`src/rtl/tsense_pkg.sv`:
```
package tsense_pkg;
  localparam int unsigned DEF_CODE_W      = 8;
  localparam int unsigned DEF_CONV_CYCLES = 10;
  localparam logic [7:0]  DEF_SENTINEL    = 8'hD5;
  localparam int unsigned DEF_SYNC_STAGES = 2;

  function automatic int unsigned cw(input int unsigned n);
    return (n > 1) ? $clog2(n) : 1;
  endfunction
endpackage

```
`src/rtl/tsense_clr_sync.sv`:
```
module tsense_clr_sync #(
  parameter int unsigned STAGES = 2
) (
  input  logic clk,
  input  logic rst,
  input  logic clr_async,
  output logic hold_o
);
  logic [STAGES-1:0] stg_q;

  // asserts at once, releases after STAGES clean edges
  always_ff @(posedge clk or posedge clr_async) begin
    if (clr_async)  stg_q <= '1;
    else if (rst)   stg_q <= '1;
    else            stg_q <= {stg_q[STAGES-2:0], 1'b0};
  end

  assign hold_o = stg_q[STAGES-1];

  p_release_ordered_r8: assert property (@(posedge clk) disable iff (rst)
    $fell(hold_o) |-> !clr_async);
endmodule

```
`src/rtl/tsense_tick_div.sv`:
```
module tsense_tick_div #(
  parameter int unsigned DIV = 80
) (
  input  logic clk,
  input  logic clr_i,
  input  logic run_i,
  output logic tick_o
);
  import tsense_pkg::*;
  localparam int unsigned CW = cw(DIV);
  localparam logic [CW-1:0] LAST = CW'(DIV - 1);

  logic [CW-1:0] cnt_q;
  logic          tick_q;

  always_ff @(posedge clk) begin
    if (clr_i) begin
      cnt_q  <= '0;
      tick_q <= 1'b0;
    end else begin
      tick_q <= run_i && (cnt_q == LAST);
      if (run_i) cnt_q <= (cnt_q == LAST) ? '0 : cnt_q + 1'b1;
    end
  end

  assign tick_o = tick_q;

  p_tick_single_r2: assert property (@(posedge clk) disable iff (clr_i)
    (DIV > 1 && tick_o) |=> !tick_o);
  p_no_tick_idle_r6: assert property (@(posedge clk) disable iff (clr_i)
    !run_i |=> !tick_o);
endmodule

```
`src/rtl/tsense_seq.sv`:
```
module tsense_seq #(
  parameter int unsigned W        = 8,
  parameter int unsigned N        = 10,
  parameter logic [W-1:0] SENTINEL = '0
) (
  input  logic         clk,
  input  logic         clr_i,
  input  logic         tick_i,
  input  logic [W-1:0] sample_i,
  output logic [W-1:0] result_o,
  output logic         done_o
);
  import tsense_pkg::*;
  localparam int unsigned NW = cw(N);
  localparam logic [NW-1:0] LAST = NW'(N - 1);

  logic [NW-1:0] n_q;
  logic [W-1:0]  res_q;
  logic          done_q;

  always_ff @(posedge clk) begin
    if (clr_i) begin
      n_q    <= '0;
      res_q  <= SENTINEL;
      done_q <= 1'b0;
    end else if (tick_i && !done_q) begin
      if (n_q == LAST) begin
        done_q <= 1'b1;
        res_q  <= sample_i;
      end else begin
        n_q <= n_q + 1'b1;
      end
    end
  end

  assign result_o = res_q;
  assign done_o   = done_q;

  p_done_on_tick_r3: assert property (@(posedge clk) disable iff (clr_i)
    $rose(done_q) |-> $past(tick_i));
  p_done_sticky_r5: assert property (@(posedge clk) disable iff (clr_i)
    done_q |=> done_q);
  p_result_held_r5: assert property (@(posedge clk) disable iff (clr_i)
    done_q |=> $stable(res_q));
  p_freeze_no_tick_r6: assert property (@(posedge clk) disable iff (clr_i)
    !tick_i |=> ($stable(done_q) && $stable(res_q)));
endmodule

```
`src/rtl/tsense_oneshot.sv`:
```
module tsense_oneshot #(
  parameter int unsigned CODE_W      = tsense_pkg::DEF_CODE_W,
  parameter int unsigned DIV_RATIO   = 80,
  parameter int unsigned CONV_CYCLES = tsense_pkg::DEF_CONV_CYCLES,
  parameter int unsigned SYNC_STAGES = tsense_pkg::DEF_SYNC_STAGES,
  parameter logic [CODE_W-1:0] SENTINEL = CODE_W'(tsense_pkg::DEF_SENTINEL),
  parameter bit          HAS_ENABLE  = 1'b1
) (
  input  logic              clk,
  input  logic              rst,
  input  logic              enable,
  input  logic              clr_async,
  input  logic [CODE_W-1:0] sample_i,
  output logic [CODE_W-1:0] result_o,
  output logic              done_o,
  output logic              conv_tick_o
);
  logic hold;
  logic en_eff;
  logic run;
  logic clr_int;

  generate
    if (HAS_ENABLE) begin : g_en
      assign en_eff = enable;
    end else begin : g_noen
      assign en_eff = 1'b1;
    end
  endgenerate

  tsense_clr_sync #(.STAGES(SYNC_STAGES)) u_sync (
    .clk(clk), .rst(rst), .clr_async(clr_async), .hold_o(hold)
  );

  assign clr_int = rst | hold;
  assign run     = en_eff & ~hold;

  tsense_tick_div #(.DIV(DIV_RATIO)) u_div (
    .clk(clk), .clr_i(clr_int), .run_i(run), .tick_o(conv_tick_o)
  );

  tsense_seq #(.W(CODE_W), .N(CONV_CYCLES), .SENTINEL(SENTINEL)) u_seq (
    .clk(clk), .clr_i(clr_int), .tick_i(conv_tick_o), .sample_i(sample_i),
    .result_o(result_o), .done_o(done_o)
  );

  p_clear_presets_r1: assert property (@(posedge clk) disable iff (rst)
    hold |=> (!done_o && result_o == SENTINEL));
  p_no_tick_clear_r10: assert property (@(posedge clk) disable iff (rst)
    hold |=> !conv_tick_o);
endmodule

```
`config.mk`:
```
export PLATFORM = sky130hd
export DESIGN_NAME = tsense_oneshot
export DESIGN_NICKNAME = d
export VERILOG_FILES = /design/src/rtl/tsense_pkg.sv /design/src/rtl/tsense_clr_sync.sv /design/src/rtl/tsense_tick_div.sv /design/src/rtl/tsense_seq.sv /design/src/rtl/tsense_oneshot.sv
export SDC_FILE = /design/constraint.sdc
export NUM_CORES = 1
export LEC_CHECK = 0
export BUFFER_PORTS_ARGS = -buffer_cell sky130_fd_sc_hd__buf_2
export CORE_UTILIZATION = 55
export DETAILED_ROUTE_END_ITERATION = 10
export PLACE_DENSITY = 0.81
export SYNTH_ARGS = -nofsm -noshare
export SYNTH_HDL_FRONTEND = slang
export SYNTH_SLANG_ARGS = --single-unit
```
`constraint.sdc`:
```
create_clock -name clk -period 2.3 [get_ports clk]
set_clock_uncertainty 0.05 [all_clocks]
set_input_delay 0.115 -clock clk [delete_from_list [all_inputs] [get_ports clk]]
set_output_delay 0.115 -clock clk [all_outputs]
set_load 0.005 [all_outputs]
```
==> results of run 1 <==
==> logic make-up after synthesis <==
group | count (synthesis) | synth area share [%]
buf+inv | 7 | 2.908
simple gates | 44 | 25.66
mux | 1 | 1.011
xor+xnor | 3 | 2.655
compound gates | 28 | 16.18
flops | 23 | 47.79
fa+ha+maj | 3 | 3.793
==> cells in the final DEF, fill, tap and decap left out, drive strengths merged, types with 3 or more instances in the layout <==
cell type and instances:
nand3b 3, or3 3, dlygate4sd3 5, nand2b 3, clkbuf 4, nand2 5, dfxtp 21, a21oi 9
nand3 14, nor2b 3, ha 3, o21ai 13, buf 21, nor2 6
==> flip-flops by register name, indices dropped and copies added, names as in the netlist <==
name            flops
u_div.tick_o        1
u_seq.done_o        1
u_seq.result_o      8
u_seq.n_q           4
u_div.cnt_q         7
u_sync.stg_q        2
==> cell type report <==
| cell class | count | area, sq um |
|---|---|---|
| multi-input combinational | 79 | 488.0 |
| sequential | 23 | 473.0 |
| fill | 128 | 414.1 |
| timing repair buffer | 26 | 155.1 |
| tap | 24 | 30.03 |
| clock buffer | 4 | 26.28 |
| inverter | 2 | 7.507 |
==> worst reg2reg max path: stages, from the launching register on <==
cell	delay (ps)
sky130_fd_sc_hd__dfxtp_1	400
sky130_fd_sc_hd__inv_1	60
sky130_fd_sc_hd__ha_1	180
sky130_fd_sc_hd__nand3b_1	300
sky130_fd_sc_hd__a21oi_1	120
sky130_fd_sc_hd__a311oi_1	300
==> Yosys cell counts (2+ instances only) <==
cell,instances
sky130_fd_sc_hd__nor2_1,6
sky130_fd_sc_hd__nand3b_1,2
sky130_fd_sc_hd__xor2_1,2
sky130_fd_sc_hd__clkbuf_1,3
sky130_fd_sc_hd__or4_1,2
sky130_fd_sc_hd__nor2b_1,3
sky130_fd_sc_hd__or3_1,3
sky130_fd_sc_hd__nand2_1,5
sky130_fd_sc_hd__nand3_1,14
sky130_fd_sc_hd__ha_1,3
sky130_fd_sc_hd__dfstp_2,2
sky130_fd_sc_hd__o21ai_0,13
sky130_fd_sc_hd__nand2b_1,3
sky130_fd_sc_hd__inv_1,2
sky130_fd_sc_hd__a21oi_1,9
sky130_fd_sc_hd__dfxtp_1,21
sky130_fd_sc_hd__or2_2,2
sky130_fd_sc_hd__buf_2,2
==> timing repair <==
item,in CTS,in global routing
hold buffers,5,0
setup buffers,0,0
hold endpoints to repair,7,0
==> layer usage <==
layer / vias to the layer above / GRT usage [%] / part of all wire (%)
met3: 2 / 2.449 / 2.6
met1: 407 / 27.42 / 44
li1: 442 / - / -
met4: 0 / 7.273 / 0.51
met5: - / 0 / 0
met2: 16 / 41.18 / 53
==> path summary, 6_finish.rpt <==
| check | from | to | slack (ps) | cells past startpoint |
|---|---|---|---|---|
| min in group asynchronous | clr_async | u_sync.stg_q[1] | 340 | 3 |
| max reg2reg | u_seq.n_q[1] | u_seq.n_q[1] | 800 | 5 |
| min reg2reg | u_seq.result_o[5] | u_seq.result_o[5] | 440 | 2 |
| min | sample_i[4] | u_seq.result_o[4] | -1 | 3 |
| max | u_seq.n_q[1] | u_seq.n_q[1] | 800 | 5 |
| max in group asynchronous | clr_async | u_sync.stg_q[0] | 1840 | 3 |
==> power by group through the flow <==
stage	Combinational (mW)	Clock [mW]	Sequential (mW)
floorplan	0.00856	0	0.412
global placement	0.0208	0	0.412
detailed placement	0.0214	0	0.412
CTS	0.0282	0.184	0.404
global route	0.0315	0.196	0.404
finish	0.0283	0.180	0.403
==> metrics by stage <==
| step | utilization, % | instance area [sq um] | hold slack [ps] | total power [mW] |
|---|---|---|---|---|
| floorplan | - | 989.7 | -23.50 | 0.4204 |
| CTS | 74.02 | 1180 | 0.4607 | 0.6162 |
| global route | 74.02 | 1180 | 16.55 | 0.6311 |
| global placement | 69.23 | 1104 | 86.13 | 0.4329 |
| detailed placement | 69.23 | 1104 | 100.1 | 0.4336 |
| finish | 74.02 | 1180 | -1.073 | 0.6115 |
==> out/results.txt, run 1 <==
The synthesized instance count came out at 109. The signed area change from the synthesized netlist to the final layout works out to 19.22%. At the pin with the least slew margin, the transition time is 635.0 ps. The synthesized design spends more area on one cell type than any other, namely sky130_fd_sc_hd__dfxtp_1. Combinational logic is responsible for 4.6% of the overall power.

The first global-routing pass estimated 3298 microns of wire. For the number of nets produced by synthesis, the log shows 124. Proportion of netlist area held by the largest area contributor: 42.48%. Internal power comes to 0.4860 mW. The final net count is 150, and the setup slack of the critical path after layout is 799.3 ps.

The final count of pins violating max slew came out at 0. The tools report the register share of total power as 66.0%. The critical path required time came out at 2460 ps. Dividing the detail-routed wire length by the instance count gives 12.52 microns.

Once the floorplan was initialized, standard cells occupied 62.09% of the core. The tools report the initial antenna violation count as 0. The leakage power figure was 0.4365 nW; the number of search-and-repair iterations in the first detailed-routing pass was 5.

The final reports fail on hold timing. In this run the worst path has a maximum fanout of 11. Data on the critical path arrives at its endpoint at 1660 ps.

The count of endpoints failing hold in the final timing report is 1. In the finished design, the share of the clock period the worst path needs comes to 65.25%. Adding up every negative setup slack in the final design gives 0 ps. Headroom to the max-slew limit came out at 57.58%. The die footprint came out at 1973 sq um. The final RePlAce weighted congestion is 0.7634, and the setup-violating endpoint count in the final report is 0. The logs give 158 for the non-filler instance count after layout and 14 for the pin count of the biggest net entering global routing.

From bottom edge to top edge, the die measures 44.42 microns. The number of buffer and inverter instances along the worst setup path came out at 1. The tools report the switching power as 0.1256 mW. In this run the worst hold path is classified as primary input to flop. On the critical path the largest part of the delay comes from compound AO/OA/AOI/OAI gates. The highest achievable clock rate was 0.6663 GHz; the core region area was 1594 sq um. The floorplan has 14 rows.

Summed over all layers, the global routing overflow is 0. Setup repair after global routing left no endpoint under its margin. In this run, post-CTS repair resized a total of 0 instances. The count of nets left with antenna violations once routing finished came out at 0.

For the number of max-cap violations, the log shows 0. The power per cell area was 518.3 nW/um^2. The signal on the critical path passes through inv_1, ha_1, nand3b_1, a21oi_1, a311oi_1.

For the sequential fraction of the synthesis area, the log shows 47.79%. The post-synthesis average cell area works out to 9.080 sq um. For this run, the number of Yosys warnings is 0. Input and output buffers added on the ports amount to 21. The global-route usage over all layers is 22.52%. The cell total after placement was 149. Clock-pin slew was measured on the worst setup and hold paths at 120 ps.

The post-route netlist has 21.64% of its cells at a drive strength greater than 1. The flow ran to the end, but the final reports show violations. Clock buffer count from CTS: 3.

After detailed routing, the total wire length is 1978 microns. The proportion of synthesized flip-flops having asynchronous set or reset is 8.696%. The clock latency on the worst-skew pair is 300 ps. By area the synthesized netlist is led by sky130_fd_sc_hd__dfxtp_1 42%, sky130_fd_sc_hd__nand3_1 7.1%, sky130_fd_sc_hd__o21ai_0 6.6%, sky130_fd_sc_hd__dfstp_2 5.3%, sky130_fd_sc_hd__a21oi_1 4.6%. The clock passes through at most 2 buffers.

The slowest stage of the critical path belongs to the cell sky130_fd_sc_hd__dfxtp_1. The tools report the DRC marker count from the first detailed-route iteration as 20. CTS placed an instance of sky130_fd_sc_hd__clkbuf_4 at the clock tree root. The type of destination of the critical path was a flop.

The startpoint class of the critical path was a flop. Synthesis instantiated 30 different standard cells from the library. Dividing the detail-routed via count by the number of cells gives 5.487.

The maximum vdd drop is 340.5 uV, and the portion of total power attributed to the clock network is 29.4%. The largest single stage delay on the critical path is 400 ps. Time the final worst path needs with I/O delays and setup: 1501 ps. The worst setup path is of the flop to flop kind. For this run, design rule violations remaining after detail routing come to 0. In this run, synthesis produced a sequential element count of 23. The number of antenna diodes in the final layout is 0.

The total I/O pin count was 22; the via count of the first global-routing pass was 803. The final worst hold slack was -1.073 ps; the number of H-tree levels was 1. The mapped netlist covers 989.7 sq um. Number of synthesized flops with an enable pin: 0. Timing analysis after detailed placement gives a worst setup slack of 840.0 ps. The switching share of power is 20.54%.

The prevailing post-synth register cell is sky130_fd_sc_hd__dfxtp_1. The routed layout has 867 vias. CTS saw 23 sinks. The horizontal extent of the die came out at 44.42 microns.

TritonCTS built the clock tree.
(Power assumes the default switching activity.)
==> inputs of run 2 (changes only) <==
--- a/config.mk
+++ b/config.mk
@@ -6,9 +6,9 @@
 export NUM_CORES = 1
 export LEC_CHECK = 0
 export BUFFER_PORTS_ARGS = -buffer_cell sky130_fd_sc_hd__buf_2
-export CORE_UTILIZATION = 55
+export CORE_UTILIZATION = 51
 export DETAILED_ROUTE_END_ITERATION = 10
-export PLACE_DENSITY = 0.81
+export PLACE_DENSITY = 0.76
 export SYNTH_ARGS = -nofsm -noshare
 export SYNTH_HDL_FRONTEND = slang
 export SYNTH_SLANG_ARGS = --single-unit
==> constraint.sdc (replaced) <==
create_clock -name clk -period 1.4 [get_ports clk]
set_clock_uncertainty 0.05 [all_clocks]
set_input_delay 0.07 -clock clk [delete_from_list [all_inputs] [get_ports clk]]
set_output_delay 0.07 -clock clk [all_outputs]
set_load 0.005 [all_outputs]
==> out/results.txt, run 2 (same netlist as run 1, synthesis figures left out) <==
The flow ran to the end, and the final reports show no timing, DRC or antenna violations. The worst hold-check path type is primary input to flop (unchanged). The run gives 932 (was 867) as the total via count after detailed routing. The horizontal extent of the die was 46.05 microns (was 44.42 microns); the pin count of the biggest net entering global routing was 13 (was 14). Delay of the slowest cell on the worst path: 510 ps (was 400 ps). The worst setup path startpoint is u_sync.stg_q[1] (was u_seq.n_q[1]).

The switching share of power was 19.98% (was 20.54%); the area occupied by multi-input gates was 505.5 sq um (was 488.0 sq um). The remaining design rule violation count was 0 (unchanged). The quantity of I/O buffers inserted on ports is 21 (unchanged), and the post-detailed-route count of antenna-violating nets is 0 (unchanged). TritonCTS built the clock tree. Flip-flop count of the largest register after layout: 8 (unchanged). Setup repair after global routing left no endpoint under its margin. The number of buffer and inverter instances along the worst setup path came out at 0 (was 1).

The logs give 3 (unchanged) for the clock buffer count from CTS and 0.2021 mW (was 0.1256 mW) for the switching power. The logs give 15 (was 14) for the total number of placement rows and 165 (was 150) for the final net count. The logs give 14 (was 20) for the DRC marker count from the first detailed-route iteration and 0 (unchanged) for the setup-violating endpoint count in the final report. The tools report the type of destination of the critical path as a flop (unchanged). Signed area change from the synthesized netlist to the final layout: 34.13% (was 19.22%). The clock transition time at the flip-flop clock pins of the worst setup and hold paths works out to 120 ps (about the same). The number of H-tree levels came out at 1 (unchanged). The via count of the first global-routing pass was 850 (was 803). The setup slack of the critical path after layout is 45.82 ps (was 799.3 ps). The placed standard-cell area was 1159 sq um (was 1104 sq um); the final count of pins violating max slew was 0 (unchanged). The clock tree buffer depth came out at 2 (unchanged). Commonest non-fill, non-tap cells in the layout: 21 x sky130_fd_sc_hd__buf_2, 18 x sky130_fd_sc_hd__dfxtp_1, 14 x sky130_fd_sc_hd__nand3_1, 13 x sky130_fd_sc_hd__o21ai_0 (was 21 x sky130_fd_sc_hd__buf_2, 21 x sky130_fd_sc_hd__dfxtp_1, 14 x sky130_fd_sc_hd__nand3_1, 13 x sky130_fd_sc_hd__o21ai_0, 9 x sky130_fd_sc_hd__a21oi_1). The wire length per cell after detailed routing is 12.36 microns (was 12.52 microns).

Endpoint of the worst setup timing path: u_div.cnt_q[4] (was u_seq.n_q[1]). Cell-by-cell listing of the critical path: nand3b_4, or4b_1, a21oi_1 (was inv_1, ha_1, nand3b_1, a21oi_1, a311oi_1). The internal power component was 0.8093 mW (was 0.4860 mW). The tools report the launch instance of the worst register-to-register path as u_sync.stg_q[1] (was u_seq.n_q[1]). The tools report the total negative setup slack as 0 ps (unchanged). The worst reg2reg path depth is 3 (was 5), and the worst-case setup slack after placement is 10.93 ps (was 840.0 ps). Detailed-placement wirelength estimate: 1439 microns. The ratio of final minimum period to clock period came out at 96.73% (was 65.25%). For the register area, the log shows 476.7 sq um (was 473.0 sq um). The kind of cell adding the most delay to the critical path was simple AND/OR/NAND/NOR gates (was compound AO/OA/AOI/OAI gates). The highest achievable clock rate is 0.7385 GHz (was 0.6663 GHz), and the leakage power figure is 0.5130 nW (was 0.4365 nW). The run gives 290 ps (was 300 ps) as the clock latency on the worst-skew pair. The path length in cells of the critical path was 3 (was 5).

The tools report the number of max-cap violations as 0 (unchanged). The vertical extent of the die works out to 46.05 microns (was 44.42 microns). The initial cell density of the core was 56.10% (was 62.09%); the detailed-route wire length was 2150 microns (was 1978 microns).

The logs give 21.38% (was 22.52%) for the global-route usage over all layers and 65.5% (was 66.0%) for the register share of total power. The tools report the maximum vdd drop as 574.9 uV (was 340.5 uV). The startpoint class of the critical path was a flop (unchanged). The ratio of routed vias to standard cells is 5.356 (was 5.487). The proportion of layout cells with a drive suffix above 1 came out at 30.87% (was 21.64%). The tools report the number of search-and-repair iterations in the first detailed-routing pass as 4 (was 5). The finished layout cell area is 1328 sq um (was 1180 sq um). The count of endpoints failing hold in the final timing report came out at 0 (was 1).

The global route total overflow was 0 (unchanged); the clock sink total was 23 (unchanged). The logs give 141 (was 128) for the number of fill cells and 28.6% (was 29.4%) for the portion of total power attributed to the clock network. The cell at the root of the clock tree was sky130_fd_sc_hd__clkbuf_4 (unchanged).

For the critical path required time, the log shows 1580 ps (was 2460 ps). Most common cell after layout, fill and taps aside: sky130_fd_sc_hd__buf_2. The start-to-end type of the worst setup path is flop to flop (unchanged).

The reg2reg setup slack was 50 ps (was 800 ps); the first-pass GRT wire length was 3256 microns (was 3298 microns). Total power after layout: 1.011 mW (was 0.6115 mW). The actual slew at the worst max-slew pin is 355.9 ps (was 635.0 ps). The final RePlAce weighted congestion is 0.8025 (was 0.7634), and the power per cell area is 761.8 nW/um^2 (was 518.3 nW/um^2). The worst slew slack as a fraction of its limit is 76.19% (was 57.58%), and the die footprint is 2121 sq um (was 1973 sq um). For the combinational power share, the log shows 5.9% (was 4.6%). The tools report the end of the worst register-to-register path as u_div.cnt_q[4] (was u_seq.n_q[1]). The slowest cell on the critical path is sky130_fd_sc_hd__or4b_1 (was sky130_fd_sc_hd__dfxtp_1). The largest fanout of any net on the critical path is 9 (was 11), and the count of antenna diodes in the layout is 0 (unchanged).

The total I/O pin count is 22 (unchanged). For the core region area, the log shows 1764 sq um (was 1594 sq um). The data arrival time at the worst-slack endpoint was 1540 ps (was 1660 ps); the time the final worst path needs with I/O delays and setup was 1354 ps (was 1501 ps).

Initial antenna violation count: 0 (unchanged).
-- run 2: cell count changes in the layout (fill, tap and decap cells not counted), sizes merged --
cell         before  now
buf              21   31
dlygate4sd3       5   10
-- run 2: timing repair --
| action | in CTS | in global routing |
|---|---|---|
| buffers inserted | 0 | 3 |
| hold buffers | 10 | 0 |
| gates resized for setup | 1 | 5 |
| hold endpoints to repair | 13 | 0 |
| pin swaps | 0 | 2 |
| endpoints found under the setup margin | 1 | 15 |
-- run 2: worst register-to-register path: stages (launching register included) --
cell	delay (ps)
sky130_fd_sc_hd__dfstp_2	400
sky130_fd_sc_hd__nand3b_4	200
sky130_fd_sc_hd__or4b_1	510
sky130_fd_sc_hd__a21oi_1	130
-- run 2: per-stage QoR --
| stage | hold slack, ps | std cells | util [%] |
|---|---|---|---|
| after floorplan | -68.50 | 109 | - |
| after global placement | 41.91 | 157 | 65.67 |
| after detailed placement | 43.41 | 157 | 65.67 |
| after CTS | 57.55 | 171 | 72.91 |
| after global routing | 82.79 | 174 | 75.25 |
| final | 51.96 | 174 | 75.25 |
-- run 2: cell type report --
type | instances | share of cell area (%)
Tap cell | 25 | 2.356
Sequential cell | 23 | 35.91
Clock buffer | 4 | 1.979
Inverter | 2 | 0.5655
Multi-Input combinational cell | 79 | 38.08
Timing Repair Buffer | 41 | 21.11
-- run 2: worst min path at each step --
stage	start	end	slack [ps]	cells after the start
after floorplan	clr_async	u_sync.stg_q[0]	-70	1
after global placement	clr_async	u_sync.stg_q[1]	40	2
after detailed placement	clr_async	u_sync.stg_q[0]	40	2
after CTS	enable	u_div.cnt_q[1]	60	3
after global routing	enable	u_div.cnt_q[1]	80	3
final	enable	u_div.cnt_q[1]	50	3
-- run 2: power by group through the flow --
stage	registers (mW)	clock network (mW)	logic, mW
3_3_place_gp	0.677	0	0.0361
5_1_grt	0.664	0.326	0.0647
4_1_cts	0.663	0.298	0.0586
3_5_place_dp	0.677	0	0.0367
2_1_floorplan	0.677	0	0.0141
6_report	0.663	0.289	0.0598
-- run 2: metal layers --
| metal | vias to the layer above | GRT usage (%) | part of all wire [%] |
|---|---|---|---|
| met4 | 0 | 9.412 | 1.4 |
| li1 | 473 | - | - |
| met3 | 4 | 3.922 | 2.9 |
| met1 | 435 | 22.66 | 42 |
| met2 | 20 | 40.28 | 54 |
| met5 | - | 0 | 0 |
==> inputs of run 3 (changes only) <==
--- a/config.mk
+++ b/config.mk
@@ -5,10 +5,11 @@
 export SDC_FILE = /design/constraint.sdc
 export NUM_CORES = 1
 export LEC_CHECK = 0
-export BUFFER_PORTS_ARGS = -buffer_cell sky130_fd_sc_hd__buf_2
-export CORE_UTILIZATION = 51
+export CORE_UTILIZATION = 59
 export DETAILED_ROUTE_END_ITERATION = 10
-export PLACE_DENSITY = 0.76
+export DONT_BUFFER_PORTS = 1
+export GPL_TIMING_DRIVEN = 0
+export PLACE_DENSITY = 0.75
 export SYNTH_ARGS = -nofsm -noshare
 export SYNTH_HDL_FRONTEND = slang
 export SYNTH_SLANG_ARGS = --single-unit
==> out/results.txt, run 3 (same netlist as run 1, synthesis figures left out) <==
The area occupied by multi-input gates came out at 530.5 sq um (was 505.5 sq um). The count of endpoints failing hold in the final timing report was 0 (unchanged); the detailed-placement wirelength estimate was 1290 microns (was 1439 microns). Type of destination of the critical path: a flop (unchanged). For the DRC marker count from the first detailed-route iteration, the log shows 13 (was 14).

The global-route usage over all layers is 25.09% (was 21.38%), and the leakage power figure is 0.4453 nW (was 0.5130 nW). The start-to-end type of the worst setup path is flop to flop (unchanged). Flip-flop count of the largest register after layout: 8 (unchanged). The maximum vdd drop is 592.4 uV (was 574.9 uV), and the data arrival time at the worst-slack endpoint is 1550 ps (was 1540 ps). The proportion of layout cells with a drive suffix above 1 is 24.03% (was 30.87%).

The flow ran to the end, and the final reports show no timing, DRC or antenna violations. Final net count: 145 (was 165). The clock transition time at the flip-flop clock pins of the worst setup and hold paths is 130 ps (was 120 ps). Commonest non-fill, non-tap cells in the layout: 16 x sky130_fd_sc_hd__dfxtp_1, 14 x sky130_fd_sc_hd__nand3_1, 12 x sky130_fd_sc_hd__dlygate4sd3_1, 11 x sky130_fd_sc_hd__o21ai_0, 8 x sky130_fd_sc_hd__a21oi_1 (was 21 x sky130_fd_sc_hd__buf_2, 18 x sky130_fd_sc_hd__dfxtp_1, 14 x sky130_fd_sc_hd__nand3_1, 13 x sky130_fd_sc_hd__o21ai_0). The cell at the root of the clock tree is sky130_fd_sc_hd__clkbuf_4 (unchanged). The register area was 479.2 sq um (was 476.7 sq um). The vertical extent of the die is 42.96 microns (was 46.05 microns). The reg2reg setup slack was 50 ps (about the same). The setup slack of the critical path after layout is 47.19 ps (was 45.82 ps), and the quantity of I/O buffers inserted on ports is 0 (was 21).

The pin count of the biggest net entering global routing was 14 (was 13); the initial antenna violation count was 0 (unchanged). Largest fanout of any net on the critical path: 6 (was 9). For the final design utilization, the log shows 80.11% (was 75.25%). The global route total overflow came out at 0 (unchanged). The critical path required time is 1590 ps (was 1580 ps). TritonCTS built the clock tree.

The tools report the worst slew slack as a fraction of its limit as 71.46% (was 76.19%). The via count of the first global-routing pass is 828 (was 850). The detailed-route wire length was 2126 microns (was 2150 microns). The ratio of routed vias to standard cells is 6.055 (was 5.356). Clock tree buffer depth: 2 (unchanged). Signed area change from the synthesized netlist to the final layout: 24.78% (was 34.13%). The wire length per cell after detailed routing is 14.66 microns (was 12.36 microns). Setup repair after global routing left no endpoint under its margin. Initial cell density of the core: 64.20% (was 56.10%). The run gives 0 (unchanged) as the remaining design rule violation count. The number of fill cells was 109 (was 141). The total number of placement rows is 14 (was 15), and the ratio of final minimum period to clock period is 96.63% (was 96.73%).

The number of max-cap violations was 0 (unchanged). Total I/O pin count: 22 (unchanged). The total negative setup slack is 0 ps (unchanged). Core region area: 1541 sq um (was 1764 sq um).

The actual slew at the worst max-slew pin came out at 427.6 ps (was 355.9 ps). Worst hold-check path type: primary input to flop (unchanged). The power per cell area is 818.3 nW/um^2 (was 761.8 nW/um^2). The final count of pins violating max slew is 0 (unchanged). The number of H-tree levels was 1 (unchanged); the worst-case setup slack after placement was -67.68 ps (was 10.93 ps). The post-detailed-route count of antenna-violating nets is 0 (unchanged), and the final RePlAce weighted congestion is 0.7286 (was 0.8025). Clock buffer count from CTS: 3 (unchanged). Time the final worst path needs with I/O delays and setup: 1353 ps (was 1354 ps). The run gives 1845 sq um (was 2121 sq um) as the die footprint. Startpoint class of the critical path: a flop (unchanged).

The clock latency on the worst-skew pair came out at 300 ps (was 290 ps). The total via count after detailed routing is 878 (was 932), and the first-pass GRT wire length is 3525 microns (was 3256 microns). The setup-violating endpoint count in the final report is 0 (unchanged), and the highest achievable clock rate is 0.7392 GHz (was 0.7385 GHz). The tools report the number of search-and-repair iterations in the first detailed-routing pass as 4 (unchanged).

Most common cell after layout, fill and taps aside: sky130_fd_sc_hd__dfxtp_1 (was sky130_fd_sc_hd__buf_2). The run gives 0 (unchanged) as the count of antenna diodes in the layout. The horizontal extent of the die was 42.96 microns (was 46.05 microns); the clock sink total was 23 (unchanged).
[run 3: cell type report]
cell class / count / share of cell area, %
Clock buffer: 3 / 1.824
Buffer: 4 / 1.621
Sequential cell: 23 / 38.80
Multi-Input combinational cell: 80 / 42.96
Inverter: 2 / 0.6079
Clock inverter: 1 / 0.4053
Timing Repair Buffer: 16 / 12.16
Tap cell: 16 / 1.621
[run 3: critical path: stages, from the launching register on]
cell	delay, ps
sky130_fd_sc_hd__dfxtp_2	370
sky130_fd_sc_hd__ha_2	210
sky130_fd_sc_hd__nand2_4	70
sky130_fd_sc_hd__or4b_1	460
sky130_fd_sc_hd__a21oi_1	130
[run 3: timing repair]
action	in CTS	in global routing
hold buffers	11	1
setup endpoints to repair	9	16
pin swaps	0	2
endpoints found under the hold margin	20	3
cloned	0	1
buffers inserted	4	0
gates resized for setup	7	13
[run 3: power breakdown]
part / internal, mW / switching (mW)
sequential: 0.661 / 0.00291
clock: 0.106 / 0.189
combinational: 0.0315 / 0.0196
total: 0.799 / 0.212
[run 3: metal layers]
metal / part of all wire (%) / vias up / GRT usage (%)
li1: - / 438 / -
met1: 43 / 414 / 29.03
met4: 2.3 / 0 / 10.91
met3: 3.1 / 6 / 3.404
met5: 0 / - / 0
met2: 52 / 20 / 45.45
[run 3: final timing paths]
check                                   from                end  depth (start not counted)
max in group asynchronous          clr_async    u_sync.stg_q[1]                          2
min                                   enable     u_div.cnt_q[3]                          3
min reg2reg                u_seq.result_o[5]  u_seq.result_o[5]                          2
min in group asynchronous          clr_async    u_sync.stg_q[0]                          2
max                           u_div.cnt_q[0]     u_div.cnt_q[4]                          4
max reg2reg                   u_div.cnt_q[0]     u_div.cnt_q[4]                          4
[run 3: per-stage QoR]
stage	instance area (sq um)	total power, mW	hold slack, ps	cells
after floorplan	991.0	0.6906	-68.50	109
after global placement	1011	0.6947	-63.97	125
after detailed placement	1011	0.6952	-60.17	125
after CTS	1190	1.017	8.280	143
after global routing	1235	1.053	19.86	145
final	1235	1.011	8.021	145
